`src/rtl/atx_pkg.sv`:
```
package atx_pkg;
  // Control register image; packed order gives bit 0 = en ... bit 4 = ie_done
  typedef struct packed {
    logic ie_done;
    logic ie_empty;
    logic x8;
    logic nine;
    logic en;
  } atx_cfg_t;

  localparam int CTRL_W = $bits(atx_cfg_t);
endpackage

```
`src/rtl/atx_cfg.sv`:
```
module atx_cfg
  import atx_pkg::*;
(
  input  logic              clk,
  input  logic              rst,
  input  logic              wr_stb,
  input  logic              wr_ctl,
  input  logic [CTRL_W-1:0] wr_val,
  output atx_cfg_t          cfg_q,
  output logic              en_rise
);
  logic ctl_wr;
  assign ctl_wr  = wr_stb & wr_ctl;
  // Combinational so the shifter queues the preamble in the same edge as the write
  assign en_rise = ctl_wr & wr_val[0] & ~cfg_q.en;

  always_ff @(posedge clk) begin
    if (rst) cfg_q <= '0;
    else if (ctl_wr) cfg_q <= atx_cfg_t'(wr_val);
  end

  assert_ctl_load_R2: assert property (@(posedge clk) disable iff (rst)
    ctl_wr |=> (cfg_q == atx_cfg_t'($past(wr_val))));
endmodule

```
`src/rtl/atx_hold.sv`:
```
module atx_hold #(
  parameter int DATA_W = 8
) (
  input  logic              clk,
  input  logic              rst,
  input  logic              data_wr,
  input  logic [DATA_W-1:0] wr_val,
  input  logic              take,
  output logic [DATA_W-1:0] hold_q,
  output logic              empty_q
);
  always_ff @(posedge clk) begin
    if (rst) begin
      hold_q  <= '0;
      empty_q <= 1'b1;
    end else begin
      if (take) empty_q <= 1'b1;
      // a write in the same cycle as a load wins the flag
      if (data_wr) begin
        hold_q  <= wr_val;
        empty_q <= 1'b0;
      end
    end
  end

  assert_write_clears_empty_R6: assert property (@(posedge clk) disable iff (rst)
    data_wr |=> !empty_q);
  assert_take_sets_empty_R6: assert property (@(posedge clk) disable iff (rst)
    (take && !data_wr) |=> empty_q);
  assert_collision_keeps_R10: assert property (@(posedge clk) disable iff (rst)
    (take && data_wr) |=> (!empty_q && hold_q == $past(wr_val)));
endmodule

```
`src/rtl/atx_shift.sv`:
```
module atx_shift #(
  parameter int DATA_W = 8
) (
  input  logic              clk,
  input  logic              rst,
  input  logic              tick,
  input  logic              en,
  input  logic              nine,
  input  logic              x8,
  input  logic              en_rise,
  input  logic              empty,
  input  logic              data_wr,
  input  logic [DATA_W-1:0] hold,
  output logic              take,
  output logic              line_q,
  output logic              done_q
);
  localparam int SH_W    = DATA_W + 2;          // data, optional ninth bit, stop
  localparam int CNT_MAX = DATA_W + 2;          // bits after the first of a long frame
  localparam int CNT_W   = $clog2(CNT_MAX + 1);

  logic [SH_W-1:0]  sh_q;
  logic [CNT_W-1:0] cnt_q;
  logic [CNT_W-1:0] frame_cnt;
  logic             pre_q;
  logic             slot;

  assign frame_cnt = nine ? CNT_W'(DATA_W + 2) : CNT_W'(DATA_W + 1);
  assign slot      = tick && (cnt_q == '0);
  assign take      = slot && !pre_q && en && !empty;

  always_ff @(posedge clk) begin
    if (rst) begin
      line_q <= 1'b1;
      sh_q   <= '1;
      cnt_q  <= '0;
      pre_q  <= 1'b0;
      done_q <= 1'b1;
    end else begin
      if (tick) begin
        if (cnt_q != '0) begin
          line_q <= sh_q[0];
          sh_q   <= {1'b1, sh_q[SH_W-1:1]};
          cnt_q  <= cnt_q - 1'b1;
        end else if (pre_q) begin
          line_q <= 1'b1;
          sh_q   <= '1;
          cnt_q  <= frame_cnt;
          pre_q  <= 1'b0;
          done_q <= 1'b0;
        end else if (take) begin
          line_q <= 1'b0;
          sh_q   <= {1'b1, (nine ? x8 : 1'b1), hold};
          cnt_q  <= frame_cnt;
          done_q <= 1'b0;
        end else begin
          line_q <= 1'b1;
          if (empty) done_q <= 1'b1;
        end
      end
      if (data_wr) done_q <= 1'b0;
      if (en_rise) pre_q  <= 1'b1;
    end
  end

  assert_line_on_tick_R11: assert property (@(posedge clk) disable iff (rst)
    !tick |=> $stable(line_q));
  assert_done_line_high_R7: assert property (@(posedge clk) disable iff (rst)
    done_q |-> line_q);
  assert_write_clears_done_R7: assert property (@(posedge clk) disable iff (rst)
    data_wr |=> !done_q);
  assert_cnt_bound_R4: assert property (@(posedge clk) disable iff (rst)
    cnt_q <= CNT_W'(CNT_MAX));
  assert_start_low_R3: assert property (@(posedge clk) disable iff (rst)
    take |=> !line_q);
endmodule

```
`src/rtl/atx_irq.sv`:
```
module atx_irq (
  input  logic clk,
  input  logic rst,
  input  logic ie_empty,
  input  logic ie_done,
  input  logic empty,
  input  logic done,
  output logic irq_q
);
  always_ff @(posedge clk) begin
    if (rst) irq_q <= 1'b0;
    else     irq_q <= (empty & ie_empty) | (done & ie_done);
  end

  assert_irq_masked_R12: assert property (@(posedge clk) disable iff (rst)
    (!ie_empty && !ie_done) |=> !irq_q);
  assert_irq_empty_R12: assert property (@(posedge clk) disable iff (rst)
    (ie_empty && empty) |=> irq_q);
endmodule

```
`src/rtl/atx_serial_tx.sv`:
```
module atx_serial_tx
  import atx_pkg::*;
#(
  parameter int DATA_W = 8
) (
  input  logic              clk,
  input  logic              rst,
  input  logic              wr_stb,
  input  logic              wr_ctl,
  input  logic [DATA_W-1:0] wr_val,
  input  logic              baud_tick,
  output logic              txd,
  output logic              tx_empty,
  output logic              tx_done,
  output logic              irq
);
  atx_cfg_t          cfg;
  logic              en_rise;
  logic              data_wr;
  logic              take;
  logic [DATA_W-1:0] hold;

  assign data_wr = wr_stb & ~wr_ctl;

  atx_cfg u_cfg (
    .clk     (clk),
    .rst     (rst),
    .wr_stb  (wr_stb),
    .wr_ctl  (wr_ctl),
    .wr_val  (wr_val[CTRL_W-1:0]),
    .cfg_q   (cfg),
    .en_rise (en_rise)
  );

  atx_hold #(.DATA_W(DATA_W)) u_hold (
    .clk     (clk),
    .rst     (rst),
    .data_wr (data_wr),
    .wr_val  (wr_val),
    .take    (take),
    .hold_q  (hold),
    .empty_q (tx_empty)
  );

  atx_shift #(.DATA_W(DATA_W)) u_shift (
    .clk     (clk),
    .rst     (rst),
    .tick    (baud_tick),
    .en      (cfg.en),
    .nine    (cfg.nine),
    .x8      (cfg.x8),
    .en_rise (en_rise),
    .empty   (tx_empty),
    .data_wr (data_wr),
    .hold    (hold),
    .take    (take),
    .line_q  (txd),
    .done_q  (tx_done)
  );

  atx_irq u_irq (
    .clk      (clk),
    .rst      (rst),
    .ie_empty (cfg.ie_empty),
    .ie_done  (cfg.ie_done),
    .empty    (tx_empty),
    .done     (tx_done),
    .irq_q    (irq)
  );
endmodule

```
`config.mk`:
```
export PLATFORM = sky130hd
export DESIGN_NAME = atx_serial_tx
export DESIGN_NICKNAME = d
export VERILOG_FILES = /design/src/rtl/atx_pkg.sv /design/src/rtl/atx_cfg.sv /design/src/rtl/atx_hold.sv /design/src/rtl/atx_shift.sv /design/src/rtl/atx_irq.sv /design/src/rtl/atx_serial_tx.sv
export SDC_FILE = /design/constraint.sdc
export NUM_CORES = 1
export LEC_CHECK = 0
export BUFFER_PORTS_ARGS = -buffer_cell sky130_fd_sc_hd__buf_2
export CORE_MARGIN = 3
export CORE_UTILIZATION = 53
export CTS_BUF_LIST = sky130_fd_sc_hd__clkbuf_8
export CTS_CLUSTER_SIZE = 24
export DETAILED_ROUTE_END_ITERATION = 10
export HOLD_SLACK_MARGIN = 0.03
export PLACE_DENSITY = 0.83
export SLEW_MARGIN = 20
export SYNTH_ARGS = -nofsm -noshare
export SYNTH_HDL_FRONTEND = slang
export SYNTH_HIERARCHICAL = 1
export SYNTH_SLANG_ARGS = --single-unit
```
`constraint.sdc`:
```
create_clock -name clk -period 1.8 [get_ports clk]
set_input_delay 0.18 -clock clk [delete_from_list [all_inputs] [get_ports clk]]
set_output_delay 0.18 -clock clk [all_outputs]
set_load 0.02 [all_outputs]
```
==> insert_results.sql <==
INSERT INTO impl_metrics (metric_group, metric, value, unit) VALUES
('power', 'vdd_drop_max', '0.00109', 'V'),
('place', 'place_hpwl', '2.09', 'mm'),
('timing', 'timing.slew.headroom', '63.3', '%'),
('worst_setup_path', 'ff2ff_path_depth', '7', ''),
('yosys', 'synthArstFlopShare', '0', '%'),
('yosys', 'synthesis.area', '1410', 'µm²'),
('timing', 'finalClockSkew', '0.00405', 'ns'),
('worst_setup_path', 'critical_path_arrival', '1.91', 'ns'),
('worst_setup_path', 'critical_path.startpoint_type', 'register', ''),
('worst_setup_path', 'cp-end-kind', 'register', ''),
('grt', 'grt_start_max_net_pins', '33', ''),
('yosys', 'synth-seq-cells', '31', ''),
('yosys', 'synthesis.area_per_instance', '9.16', 'µm²'),
('route', 'drt_pre_antenna_iters', '4', ''),
('yosys', 'synth_enable_flop_cells', '0', ''),
('final_layout', 'drive_above_1_share', '25.1', '%'),
('worst_setup_path', 'worstReg2RegStart', 'u_shift/cnt_q[1]', ''),
('timing', 'worst_slew_pin_slew', '0.550', 'ns'),
('die', 'dieWidth', '57.6', 'µm'),
('yosys', 'syn-instance-count', '154', ''),
('route', 'routed_wire_length_per_instance', '16.6', 'µm'),
('clocking', 'clock_path_buffers', '2', ''),
('yosys', 'synth_area_leader_cell', 'sky130_fd_sc_hd__dfxtp_1', ''),
('die', 'die_y', '57.6', 'µm'),
('route', 'first_iter_violations', '83', ''),
('yosys', 'ys.warnings.count', '6', ''),
('die', 'io_pins', '17', ''),
('worst_setup_path', 'crit_path_start', 'u_shift/cnt_q[1]', ''),
('power', 'power.leakage', '0.660', 'nW'),
('grt', 'first_global_vias', '1171', ''),
('timing', 'fin_crit', '1.75', 'ns'),
('final_layout', 'area_growth_syn_to_layout', '15.8', '%'),
('die', 'core-area', '2500', 'µm²'),
('final_layout', 'layout.filler_cells', '208', ''),
('timing', 'fin_setup_tns', '0', 'ns'),
('timing', 'setup_repair_after_global_routing_missed_its_margin', 'false', ''),
('timing', 'setup_ws', '0.0489', 'ns'),
('yosys', 'sequential_element_share_of_the_synthesized_area', '44.0', '%'),
('worst_setup_path', 'path_delay_family', 'simple AND/OR/NAND/NOR gates', ''),
('worst_setup_path', 'reg2reg_capture_point', 'u_shift/sh_q[6]', ''),
('final_layout', 'fin_util', '65.4', '%'),
('worst_setup_path', 'critPathBufInv', '2', ''),
('clocking', 'cts-htree-levels', '2', ''),
('yosys', 'synth.net_count', '169', ''),
('min_path', 'hold_class', 'primary input to register', ''),
('route', 'drtAntennaViolNets', '0', ''),
('worst_setup_path', 'timing.critical_path.slowest_cell_delay', '0.43', 'ns'),
('grt', 'grt_remaining_overflow', '0', ''),
('clocking', 'worstSkewPairLatency', '0.28', 'ns'),
('yosys', 'synth_top_cells_by_area', 'sky130_fd_sc_hd__dfxtp_1 (44%), sky130_fd_sc_hd__a21oi_1 (6.7%), sky130_fd_sc_hd__o21ai_0 (6.4%)', ''),
('worst_setup_path', 'timing.setup.critical_path_class', 'register to register', ''),
('route', 'post_drt_via_cell_ratio', '6.01', ''),
('timing', 'fin_crit_sh', '97.3', '%'),
('final_layout', 'stdcell_count', '205', ''),
('grt', 'first_pass_grt_wire_length', '5.31', 'mm'),
('die', 'start_util', '56.5', '%'),
('timing', 'hold_viol', '0', ''),
('yosys', 'yosysMostFrequentCell', 'sky130_fd_sc_hd__dfxtp_1', ''),
('yosys', 'ys_flop_type', 'sky130_fd_sc_hd__dfxtp_1', ''),
('route', 'via_count', '1233', ''),
('die', 'design.die.area', '3320', 'µm²'),
('clocking', 'tritoncts_num_sinks', '31', ''),
('clocking', 'cts-root-buf', 'sky130_fd_sc_hd__clkbuf_8', ''),
('run_status', 'status', 'completed', ''),
('yosys', 'synth_cell_types', '35', ''),
('min_path', 'holdPathEnd', 'u_hold/hold_q[6]', ''),
('final_layout', 'finish.net_count', '189', ''),
('worst_setup_path', 'cp_cell_sequence', 'inv_2 -> ha_4 -> or3b_4 -> buf_4 -> or3_1 -> o21ai_0 -> o21ai_0', ''),
('worst_setup_path', 'dominant_cell_type_by_count_on_the_critical_path', 'sky130_fd_sc_hd__o21ai_0', ''),
('route', 'remaining_drc_errors', '0', ''),
('timing', 'slew_violations', '0', '');
## placed cells by master (no fill, tap or decap)
cell type | synthesis | final
sky130_fd_sc_hd__a211oi_1 | 2 | 2
sky130_fd_sc_hd__a211oi_2 | 2 | 2
sky130_fd_sc_hd__a21bo_1 | 4 | 4
sky130_fd_sc_hd__a21bo_2 | 1 | 1
sky130_fd_sc_hd__a21oi_1 | 19 | 19
sky130_fd_sc_hd__a22oi_1 | 1 | 1
sky130_fd_sc_hd__a2bb2oi_1 | 1 | 1
sky130_fd_sc_hd__a31oi_1 | 1 | 1
sky130_fd_sc_hd__and4b_2 | 1 | 1
sky130_fd_sc_hd__buf_2 | 1 | 16
sky130_fd_sc_hd__buf_4 | 2 | 6
sky130_fd_sc_hd__buf_6 | 3 | 1
sky130_fd_sc_hd__clkbuf_8 | 0 | 7
sky130_fd_sc_hd__dfxtp_1 | 31 | 31
sky130_fd_sc_hd__ha_1 | 2 | 1
sky130_fd_sc_hd__ha_4 | 0 | 1
sky130_fd_sc_hd__inv_1 | 4 | 3
sky130_fd_sc_hd__inv_2 | 0 | 2
sky130_fd_sc_hd__mux2i_1 | 8 | 8
sky130_fd_sc_hd__nand2_1 | 2 | 2
sky130_fd_sc_hd__nand2b_1 | 2 | 2
sky130_fd_sc_hd__nand3_1 | 5 | 5
sky130_fd_sc_hd__nand4_1 | 1 | 1
sky130_fd_sc_hd__nor2_1 | 15 | 15
sky130_fd_sc_hd__nor2b_1 | 1 | 1
sky130_fd_sc_hd__nor2b_4 | 1 | 1
sky130_fd_sc_hd__nor3_1 | 5 | 5
sky130_fd_sc_hd__nor3b_2 | 1 | 1
sky130_fd_sc_hd__o211ai_1 | 1 | 1
sky130_fd_sc_hd__o21ai_0 | 18 | 18
sky130_fd_sc_hd__o21bai_1 | 2 | 2
sky130_fd_sc_hd__o31ai_1 | 1 | 1
sky130_fd_sc_hd__o31ai_4 | 1 | 1
sky130_fd_sc_hd__or3_1 | 7 | 7
sky130_fd_sc_hd__or3_2 | 1 | 1
sky130_fd_sc_hd__or3b_2 | 0 | 1
sky130_fd_sc_hd__or3b_4 | 1 | 1
sky130_fd_sc_hd__or4b_2 | 1 | 1
## worst register-to-register path: stages (launching register included)
cell                      delay [ns]
sky130_fd_sc_hd__dfxtp_1        0.32
sky130_fd_sc_hd__inv_2          0.08
sky130_fd_sc_hd__ha_4           0.15
sky130_fd_sc_hd__or3b_4         0.43
sky130_fd_sc_hd__buf_4          0.15
sky130_fd_sc_hd__or3_1          0.31
sky130_fd_sc_hd__o21ai_0        0.09
sky130_fd_sc_hd__o21ai_0        0.10
## final cells by class
| type | instances | area (µm²) | share of cell area, % |
|---|---|---|---|
| clock buffer | 7 | 96.3 | 5.90 |
| clock inverter | 1 | 3.75 | 0.230 |
| inverter | 4 | 15.0 | 0.919 |
| multi-input combinational | 109 | 724 | 44.3 |
| sequential | 31 | 621 | 38.0 |
| tap | 30 | 37.5 | 2.30 |
| timing repair buffer | 23 | 136 | 8.35 |
## power by group
part           switching, W  internal (W)
clock network      0.000249      0.000343
registers          0.000102      0.000828
logic              0.000605      0.000522
total              0.000956       0.00169
## layer usage
layer	wire (µm)	global-route usage [%]	vias to the layer above
li1	-	-	596
met1	1410	25.7	579
met2	1680	32.1	50
met3	238	7.69	8
met4	63	9.93	0
met5	0	0	-
## cell families after synthesis
group                      synth area share, %
muxes                                     5.67
and+or+nand+nor                           17.6
adders and majority gates                 1.77
buffers and inverters                     6.20
AOI/OAI and AO/OA                         24.7
DFF                                       44.0
## sequential cells by signal, summed over array words and instances, names as in the netlist
signal and count:
u_shift/sh_q 9, u_hold/hold_q 8, u_cfg/cfg_q 5, u_shift/cnt_q 4
u_hold/empty_q 1, u_irq/irq_q 1, u_shift/done_q 1, u_shift/line_q 1
u_shift/pre_q 1
## worst max-delay path by stage
| stage | slack [ns] | end | cells past startpoint |
|---|---|---|---|
| after floorplan | 0.09 | u_shift/sh_q[5] | 6 |
| after global placement | 0.11 | u_shift/sh_q[7] | 7 |
| after detailed placement | 0.005 | u_shift/sh_q[5] | 7 |
| after CTS | 0.01 | u_shift/sh_q[5] | 7 |
| after global routing | 0.008 | u_shift/sh_q[6] | 7 |
| final | 0.05 | u_shift/sh_q[6] | 7 |
## per-stage QoR
stage	power, W	hold slack (ns)
2_1_floorplan	0.00163	0.249
3_3_place_gp	0.00182	0.417
3_5_place_dp	0.00189	0.425
4_1_cts	0.00250	0.126
5_1_grt	0.00280	0.166
6_report	0.00265	0.134
## what timing repair did
action | in CTS | in global routing
gates resized for setup | 1 | 4
hold buffers | 0 | 0
pin swaps | 0 | 2
cloned | 0 | 1
setup endpoints to repair | 3 | 10
setup buffers | 0 | 2
Note: power is estimated with default switching activity, not from simulation.
